**src/rtl/pcm_pwm_pkg.sv**
```systemverilog
package pcm_pwm_pkg;

    localparam int PCC_CNT_W = 16;

    typedef struct packed {
        logic [PCC_CNT_W-1:0] cnt;
        logic [PCC_CNT_W-1:0] per;
        logic [PCC_CNT_W-1:0] maxon;
    } timer_st_t;

    typedef struct packed {
        logic       gate;
        logic       trip;
        logic [1:0] prev;
    } gate_st_t;

endpackage

```
**src/rtl/pcc_sync.sv**
```systemverilog
module pcc_sync #(
    parameter int WIDTH  = 2,
    parameter int STAGES = 2
) (
    input  logic             clk_i,
    input  logic             rst_ni,
    input  logic [WIDTH-1:0] async_i,
    output logic [WIDTH-1:0] sync_o
);
    logic [WIDTH-1:0] stage_d [STAGES];
    logic [WIDTH-1:0] stage_q [STAGES];

    for (genvar s = 0; s < STAGES; s++) begin : g_stage
        if (s == 0) begin : g_first
            always_comb stage_d[s] = async_i;
        end else begin : g_next
            always_comb stage_d[s] = stage_q[s-1];
        end

        always_ff @(posedge clk_i or negedge rst_ni) begin
            if (!rst_ni) stage_q[s] <= '0;
            else         stage_q[s] <= stage_d[s];
        end
    end

    assign sync_o = stage_q[STAGES-1];
endmodule

```
**src/rtl/pcc_period_calc.sv**
```systemverilog
module pcc_period_calc
    import pcm_pwm_pkg::*;
#(
    parameter int FB_W     = 8,
    parameter int PER_NOM  = 658,
    parameter int PER_FOLD = 3125,
    parameter int DUTY_PCT = 93
) (
    input  logic [FB_W-1:0]      fb_i,
    output logic [PCC_CNT_W-1:0] per_o,
    output logic [PCC_CNT_W-1:0] maxon_o
);
    localparam int FB_MAX = (1 << FB_W) - 1;
    localparam int SPAN   = PER_FOLD - PER_NOM;
    localparam int PW     = PCC_CNT_W + FB_W;
    localparam int DW     = PCC_CNT_W + 8;

    logic [PW-1:0] span_prod;
    logic [PW-1:0] span_quot;
    logic [DW-1:0] duty_prod;

    always_comb begin
        span_prod = PW'(SPAN) * PW'(fb_i);
        span_quot = span_prod / PW'(FB_MAX);
        per_o     = PCC_CNT_W'(PER_FOLD) - PCC_CNT_W'(span_quot);
        duty_prod = DW'(per_o) * DW'(DUTY_PCT);
        maxon_o   = PCC_CNT_W'(duty_prod / DW'(100));
    end
endmodule

```
**src/rtl/pcc_period_timer.sv**
```systemverilog
module pcc_period_timer
    import pcm_pwm_pkg::*;
#(
    parameter int PER_RST   = 3125,
    parameter int MAXON_RST = 2906
) (
    input  logic                 clk_i,
    input  logic                 rst_ni,
    input  logic [PCC_CNT_W-1:0] per_next_i,
    input  logic [PCC_CNT_W-1:0] maxon_next_i,
    output logic [PCC_CNT_W-1:0] cnt_o,
    output logic [PCC_CNT_W-1:0] per_o,
    output logic [PCC_CNT_W-1:0] maxon_o,
    output logic                 wrap_o
);
    timer_st_t tm_d, tm_q;

    always_comb begin
        tm_d   = tm_q;
        wrap_o = (tm_q.cnt == tm_q.per - PCC_CNT_W'(1));
        if (wrap_o) begin
            tm_d.cnt   = '0;
            tm_d.per   = per_next_i;
            tm_d.maxon = maxon_next_i;
        end else begin
            tm_d.cnt   = tm_q.cnt + PCC_CNT_W'(1);
        end
    end

    always_ff @(posedge clk_i or negedge rst_ni) begin
        if (!rst_ni) begin
            tm_q.cnt   <= '0;
            tm_q.per   <= PCC_CNT_W'(PER_RST);
            tm_q.maxon <= PCC_CNT_W'(MAXON_RST);
        end else begin
            tm_q <= tm_d;
        end
    end

    assign cnt_o   = tm_q.cnt;
    assign per_o   = tm_q.per;
    assign maxon_o = tm_q.maxon;
endmodule

```
**src/rtl/pcm_pwm_ctrl.sv**
```systemverilog
module pcm_pwm_ctrl
    import pcm_pwm_pkg::*;
#(
    parameter int FB_W     = 8,
    parameter int PER_NOM  = 658,
    parameter int PER_FOLD = 3125,
    parameter int MIN_ON   = 50,
    parameter int DUTY_PCT = 93
) (
    input  logic            clk_i,
    input  logic            rst_ni,
    input  logic [FB_W-1:0] fb_code_i,
    input  logic            cmp_trip_i,
    input  logic            ilim_trip_i,
    input  logic            inhibit_i,
    output logic            gate_o
);
    localparam int MAXON_RST = (PER_FOLD * DUTY_PCT) / 100;

    logic [PCC_CNT_W-1:0] per_next, maxon_next;
    logic [PCC_CNT_W-1:0] pos_cnt, per_len, on_limit;
    logic                 period_wrap;
    logic [1:0]           trip_sync;
    logic [1:0]           trip_edge;
    logic [PCC_CNT_W:0]   on_after;
    logic                 trip_now;
    gate_st_t             gs_d, gs_q;

    pcc_sync #(.WIDTH(2), .STAGES(2)) u_sync (
        .clk_i   (clk_i),
        .rst_ni  (rst_ni),
        .async_i ({ilim_trip_i, cmp_trip_i}),
        .sync_o  (trip_sync)
    );

    pcc_period_calc #(
        .FB_W(FB_W), .PER_NOM(PER_NOM), .PER_FOLD(PER_FOLD), .DUTY_PCT(DUTY_PCT)
    ) u_calc (
        .fb_i    (fb_code_i),
        .per_o   (per_next),
        .maxon_o (maxon_next)
    );

    pcc_period_timer #(.PER_RST(PER_FOLD), .MAXON_RST(MAXON_RST)) u_timer (
        .clk_i        (clk_i),
        .rst_ni       (rst_ni),
        .per_next_i   (per_next),
        .maxon_next_i (maxon_next),
        .cnt_o        (pos_cnt),
        .per_o        (per_len),
        .maxon_o      (on_limit),
        .wrap_o       (period_wrap)
    );

    always_comb begin
        gs_d      = gs_q;
        gs_d.prev = trip_sync;
        trip_edge = trip_sync & ~gs_q.prev;
        trip_now  = (|trip_edge) | gs_q.trip;
        on_after  = {1'b0, pos_cnt} + (PCC_CNT_W+1)'(1);
        if (inhibit_i) begin
            gs_d.gate = 1'b0;
            gs_d.trip = 1'b0;
        end else if (period_wrap) begin
            gs_d.gate = 1'b1;
            gs_d.trip = 1'b0;
        end else if (gs_q.gate) begin
            if (on_after >= {1'b0, on_limit}) begin
                gs_d.gate = 1'b0;
                gs_d.trip = 1'b0;
            end else if (trip_now && on_after >= (PCC_CNT_W+1)'(MIN_ON)) begin
                gs_d.gate = 1'b0;
                gs_d.trip = 1'b0;
            end else begin
                gs_d.trip = trip_now;
            end
        end else begin
            gs_d.trip = 1'b0;
        end
    end

    always_ff @(posedge clk_i or negedge rst_ni) begin
        if (!rst_ni) begin
            gs_q.gate <= 1'b0;
            gs_q.trip <= 1'b0;
            gs_q.prev <= 2'b00;
        end else begin
            gs_q <= gs_d;
        end
    end

    assign gate_o = gs_q.gate;
endmodule

```
**config.mk**
```make
export PLATFORM = sky130hd
export DESIGN_NAME = pcm_pwm_ctrl
export DESIGN_NICKNAME = d
export VERILOG_FILES = /design/src/rtl/pcm_pwm_pkg.sv /design/src/rtl/pcc_sync.sv /design/src/rtl/pcc_period_calc.sv /design/src/rtl/pcc_period_timer.sv /design/src/rtl/pcm_pwm_ctrl.sv
export SDC_FILE = /design/constraint.sdc
export NUM_CORES = 1
export LEC_CHECK = 0
export CAP_MARGIN = 20
export CORE_ASPECT_RATIO = 1.5
export CORE_MARGIN = 3
export CORE_UTILIZATION = 55
export CTS_CLUSTER_DIAMETER = 200
export DETAILED_ROUTE_END_ITERATION = 8
export GPL_TIMING_DRIVEN = 0
export MAX_ROUTING_LAYER = met4
export PLACE_DENSITY = 0.71
export SLEW_MARGIN = 20
export SYNTH_ARGS = -nofsm -noshare
export SYNTH_HDL_FRONTEND = slang
export SYNTH_SLANG_ARGS = --single-unit
```
**constraint.sdc**
```tcl
create_clock -name clk_i -period 3.8 [get_ports clk_i]
set_clock_uncertainty 0.1 [all_clocks]
set_input_delay 0.57 -clock clk_i [delete_from_list [all_inputs] [get_ports clk_i]]
set_output_delay 0.57 -clock clk_i [all_outputs]
set_load 0.05 [all_outputs]
```
==> results.sh, run 1 <==
export IMPL_wirelength_um=49090
export IMPL_rsz0062_at_grt="true"
export IMPL_drive_gt1_share_pct=35.97
export IMPL_critical_path_slowest_cell="o41ai_4"
export IMPL_synth_cell_types=138
export IMPL_worst_endpoint_arrival_ns=25.80
export IMPL_synth_edf_count=0
export IMPL_fin_ws_ns=-21.88
export IMPL_synthMostInstantiatedCell="nand2_1"
export IMPL_r2r_slack_ns=0.13
export IMPL_r2r_start="u_timer.per_o[3]"
export IMPL_grt_usage_pct=32.67
export IMPL_antenna_left=0
export IMPL_postSynthCellCount=1814
export IMPL_period_share_pct=675.8
export IMPL_io_buffers=13
export IMPL_clk_insertion_delay_late_ns=0.30
export IMPL_die_w_um=137.4
export IMPL_synth_main_ff_cell="dfrtp_1"
export IMPL_cts_made_buffers=5
export IMPL_finalNetCount=2273
export IMPL_yosys_area_top_type="ha_1"
export IMPL_rr_worst_depth=12
export IMPL_fin_cells=2399
export IMPL_clock_sinks=56
export IMPL_grt_max_degree=57
export IMPL_synth_async_reset_ratio_pct=100.0
export IMPL_synth_common_cells="nand2_1, inv_1, nor2_1"
export IMPL_drv_cap=0
export IMPL_num_vias=15820
export IMPL_ys_ff_latch=56
export IMPL_io_pins=14
export IMPL_final_hold_viol_count=0
export IMPL_syn_num_nets=2017
export IMPL_tightestPinTransition_ns=1.159
export IMPL_hold_class="input port to async pin"
export IMPL_cp_common_cell="buf_4"
export IMPL_clkTransAtPathRegs_ns=0.08
export IMPL_synth_top_cell_area_share_pct=12.13
export IMPL_area_delta_synth_final_pct=39.11
export IMPL_synth_area_leaders="ha_1, dfrtp_1, fa_1, xnor2_1, nand2_1"
export IMPL_end_kind="register"
export IMPL_dp_cells=2155
export IMPL_grt_pass1_wl_um=74130
export IMPL_start_kind="input port"
export IMPL_slew_viol_final=0
export IMPL_cts_root_buf="clkbuf_16"
export IMPL_wl_per_cell_um=20.46
export IMPL_grt_pass1_vias=15730
export IMPL_gp_congestion=0.9857
export IMPL_fmax_ghz=0.03894
export IMPL_yosysWarnings=0
export IMPL_clk_path_buf_depth=2
export IMPL_worstSetupPathType="input port to register"
export IMPL_drt_drc_violations_left=0
export IMPL_holdBufCountCts=0
export IMPL_regToRegEndpoint="u_timer.maxon_o[10]"
export IMPL_relSlewSlack_pct=22.20
export IMPL_synth_avg_cell_area_sq_um=7.848
export IMPL_cts_tree="yes"
export IMPL_dpl_hpwl_um=32380
export IMPL_grt_overflow=0
export IMPL_die_area_sq_um=27890
export IMPL_die_h_um=203.0
export IMPL_crit_required_ns=3.92
export IMPL_drtIter0Drc=1068
export IMPL_num_rows=71
export IMPL_core_sq_um=25320
export IMPL_outcome="complete, but fails checks"
export IMPL_critPathMaxStageDelay_ns=0.57
export IMPL_diodes=0
export IMPL_yosysSeqAreaShare_pct=9.958
export IMPL_vias_per_cell=6.595
export IMPL_setup_viol=32
export IMPL_min_period_ns=25.68
export IMPL_drt_pass1_iterations=7
export IMPL_start_util_pct=56.23
export IMPL_violations="negative setup slack"
export IMPL_cp_max_fo=7
export IMPL_syn_cell_area_sq_um=14240
export IMPL_cts_htree_levels=2
export IMPL_antenna_found_initial=0
==> cell usage in the layout, fill, tap and decap left out, types with 12 or more instances in the layout <==
cell      instances
or2_2            17
a211oi_1         12
fa_1             48
inv_1           142
o21ai_1          28
xor2_1           27
dfrtp_1          42
a21o_1           19
ha_4             24
ha_1            113
nor3_2           13
o21ai_0          50
nand3_1          57
xnor2_2          17
and3_1           19
and2_1           23
or3_1            14
clkbuf_1         20
o21ai_2          23
buf_6            39
a31oi_1          15
xnor2_1          70
nor2_1          129
nor4_1           12
nand2_1         140
xnor2_4          18
dfstp_2          13
buf_4           214
a21oi_1          64
o21a_1           17
nor3_1           42
nand2b_1         15
nand4_1          28
==> stage by stage <==
step	cell area [sq um]	TNS (ns)	utilization [%]	setup slack, ns	hold slack, ns
2_1_floorplan	15110	-403.90	-	-20.53	0.1744
3_3_place_gp	15660	-503.09	61.83	-24.70	0.2532
3_5_place_dp	15660	-506.45	61.87	-24.90	0.2442
4_1_cts	18580	-416.86	73.39	-20.95	0.2380
5_1_grt	19800	-456.87	78.22	-22.86	0.2566
6_report	19800	-436.64	78.22	-21.88	0.2063
==> worst max-delay path: cells and delay by family <==
family / cells / cell delay (ns)
AO/OA/AOI/OAI: 47 / 11.43
XOR/XNOR: 4 / 0.86
adder cells (fa/ha/maj): 11 / 4.09
buffers and inverters: 19 / 2.48
multiplexers: 2 / 0.62
AND/OR/NAND/NOR: 25 / 5.73
==> worst max path at each step <==
stage | startpoint | to | slack (ns) | depth (start not counted)
2_1_floorplan | fb_code_i[5] | u_timer.maxon_o[1] | -20.53 | 106
3_3_place_gp | fb_code_i[6] | u_timer.maxon_o[1] | -24.70 | 106
3_5_place_dp | fb_code_i[6] | u_timer.maxon_o[1] | -24.90 | 105
4_1_cts | fb_code_i[6] | u_timer.maxon_o[0] | -20.95 | 112
5_1_grt | fb_code_i[0] | u_timer.maxon_o[1] | -22.86 | 107
6_report | fb_code_i[5] | u_timer.maxon_o[1] | -21.88 | 108
==> state kept, by name, summed over array words and instances, names as in the netlist <==
register and count:
gate_o 1, u_timer.cnt_o 16, u_sync.sync_o 2, gs_q 3
u_sync.stage_d 2, u_timer.maxon_o 16, u_timer.per_o 16
==> routing by layer <==
metal	GRT usage, %	up-vias	part of all wire (%)	wire, um
li1	-	7244	-	-
met2	62.53	647	54	26690
met4	13.80	0	6.1	2990
met1	33.74	7655	36	17500
met3	1.884	275	3.9	1906
met5	-	-	0	0
==> timing repair <==
action                     in CTS  in global routing
setup buffers                 185                 61
gates resized for setup       301                143
setup endpoints to repair      32                 39
pin swaps                     196                129
gates cloned                    1                  0
==> kinds of logic after synthesis <==
logic type / share of synthesized area (%)
xor+xnor: 8.859
fa+ha+maj: 19.87
flops: 9.958
compound gates: 28.32
mux: 3.111
simple gates: 23.95
buf+inv: 5.933
==> cell type report <==
type	count	area [sq um]
multi-input combinational	1549	14780
fill	1708	5514
timing repair buffer	258	2167
sequential	56	1419
inverter	155	586.8
tap	328	410.4
buffer	45	284.0
clock buffer	6	138.9
clock inverter	2	17.52
Power of run 1 is not shown: default switching activity piles up to over one toggle a cycle in this logic, so the estimate is an artifact.
==> inputs of run 2 (changes only) <==
--- a/config.mk
+++ b/config.mk
@@ -8,12 +8,11 @@
 export CAP_MARGIN = 20
 export CORE_ASPECT_RATIO = 1.5
 export CORE_MARGIN = 3
-export CORE_UTILIZATION = 55
+export CORE_UTILIZATION = 40
 export CTS_CLUSTER_DIAMETER = 200
 export DETAILED_ROUTE_END_ITERATION = 8
 export GPL_TIMING_DRIVEN = 0
 export MAX_ROUTING_LAYER = met4
-export PLACE_DENSITY = 0.71
 export SLEW_MARGIN = 20
 export SYNTH_ARGS = -nofsm -noshare
 export SYNTH_HDL_FRONTEND = slang
==> results.sh, run 2 (synthesis results as in run 1) <==
export IMPL_end_kind="register"
export IMPL_setup_viol=32
export IMPL_grt_overflow=0
export IMPL_fin_ws_ns=-21.27
export IMPL_core_sq_um=35100
export IMPL_clk_path_buf_depth=2
export IMPL_rr_worst_depth=11
export IMPL_drt_pass1_iterations=5
export IMPL_endpoint="u_timer.maxon_o[1]"
export IMPL_grt_busiest_layer="met2"
export IMPL_crit_family="compound AO/OA/AOI/OAI gates"
export IMPL_drv_cap=0
export IMPL_fmax_ghz=0.03990
export IMPL_slew_viol_final=0
export IMPL_die_w_um=160.0
export IMPL_fin_util_pct=56.26
export IMPL_antenna_found_initial=0
export IMPL_clock_sinks=56
export IMPL_r2r_slack_ns=0.13
export IMPL_gp_congestion=0.9232
export IMPL_io_pins=14
export IMPL_drt_drc_violations_left=0
export IMPL_met3_usage_pct=0.8050
export IMPL_final_common_cell="buf_4"
export IMPL_grt_max_degree=57
export IMPL_use_met1_pct=24.78
export IMPL_cp_common_cell="buf_4"
export IMPL_antenna_left=0
export IMPL_critPathMaxStageDelay_ns=0.60
export IMPL_worstSetupPathType="input port to register"
export IMPL_regToRegEndpoint="u_timer.maxon_o[15]"
export IMPL_cts_tree="yes"
export IMPL_rsz0062_at_grt="true"
export IMPL_num_rows=84
export IMPL_violations="negative setup slack"
export IMPL_start_kind="input port"
export IMPL_start_util_pct=40.55
export IMPL_drive_gt1_share_pct=35.63
export IMPL_period_share_pct=659.6
export IMPL_outcome="complete, but fails checks"
export IMPL_io_buffers=13
export IMPL_die_area_sq_um=37940
export IMPL_hold_class="input port to async pin"
export IMPL_diodes=0
export IMPL_final_hold_viol_count=0
export IMPL_met2_usage_pct=45.93
export IMPL_grt_usage_pct=23.43
export IMPL_clk_insertion_delay_late_ns=0.30
export IMPL_min_period_ns=25.07
export IMPL_path_buf_inv=21
export IMPL_finalNetCount=2262
export IMPL_crit_required_ns=3.91
export IMPL_cts_made_buffers=5
export IMPL_die_h_um=237.1
export IMPL_layout_cells_most_common_list="buf_4, inv_1, nand2_1"
export IMPL_area_delta_synth_final_pct=38.72
export IMPL_clkTransAtPathRegs_ns=0.07
export IMPL_fillers=3223
export IMPL_grt_pass1_wl_um=74110
export IMPL_relSlewSlack_pct=26.23
export IMPL_cp_max_fo=10
export IMPL_drtIter0Drc=865
export IMPL_cts_htree_levels=2
export IMPL_crit_cells=112
export IMPL_cts_root_buf="clkbuf_16"
export IMPL_grt_pass1_vias=15250
export IMPL_worst_endpoint_arrival_ns=25.18
export IMPL_num_vias=14930
export IMPL_dpl_hpwl_um=33610
export IMPL_r2r_start="u_timer.per_o[3]"
export IMPL_wl_per_cell_um=17.76
export IMPL_holdBufCountCts=0
export IMPL_pre_cts_ws_ns=-24.96
export IMPL_crit_start="fb_code_i[6]"
export IMPL_tightestPinTransition_ns=1.099
export IMPL_wirelength_um=44990
export IMPL_vias_per_cell=5.896
export IMPL_critical_path_slowest_cell="or4_4"
==> run 2: cell count changes in the layout (fill, tap and decap cells not counted), sizes merged <==
cell | previous run | this run
buf | 275 | 264
clkbuf | 28 | 26
inv | 157 | 155
clkdlybuf4s15 | 1 | 2
clkinvlp | 0 | 1
nor2 | 140 | 141
o21ai | 110 | 111
==> run 2: per-layer routing <==
layer  up-vias  part of all wire (%)  routed length [um]
li1       7238                     -                   -
met1      7244                    38               17280
met2       316                    56               25080
met3       136                   1.9                 856
met4         0                   3.9                1776
met5         -                     0                   0
==> run 2: worst min-delay path by stage <==
| stage | to | from | cells past startpoint |
|---|---|---|---|
| after floorplan | gate_o | rst_ni | 0 |
| after global placement | u_sync.sync_o[1] | u_sync.stage_d[1] | 0 |
| after detailed placement | u_sync.sync_o[1] | u_sync.stage_d[1] | 0 |
| after CTS | u_timer.maxon_o[12] | rst_ni | 1 |
| after global routing | u_sync.sync_o[1] | u_sync.stage_d[1] | 0 |
| final | u_sync.stage_d[0] | rst_ni | 1 |
==> run 2: timing repair <==
item / in CTS / in global routing
gates resized for setup: 331 / 100
endpoints found under the hold margin: 0 / 0
endpoints found under the setup margin: 32 / 37
gates cloned: 1 / 2
pin swaps: 174 / 54
setup buffers: 192 / 40
==> run 2: cell type report <==
cell class / count / area [sq um] / area share, %
multi-input cells: 1551 / 14620 / 74.03
repair buffers: 245 / 2086 / 10.56
flip-flops and latches: 56 / 1419 / 7.185
well taps: 473 / 591.8 / 2.997
inverters: 155 / 584.3 / 2.959
plain buffers: 45 / 297.8 / 1.508
clock buffers: 7 / 142.6 / 0.7223
clock inverters: 1 / 7.507 / 0.03802
==> run 2: through the flow <==
stage               cell area, sq um  hold WS, ns  TNS, ns  instances
floorplan                      15110       0.1744  -403.90       1814
global placement               15840       0.2349  -506.59       2300
detailed placement             15860       0.2412  -507.84       2302
CTS                            19020       0.2419  -419.84       2493
global route                   19750       0.2576  -444.73       2533
finish                         19750       0.2205  -423.66       2533
Power of run 2 is left out for the same reason.
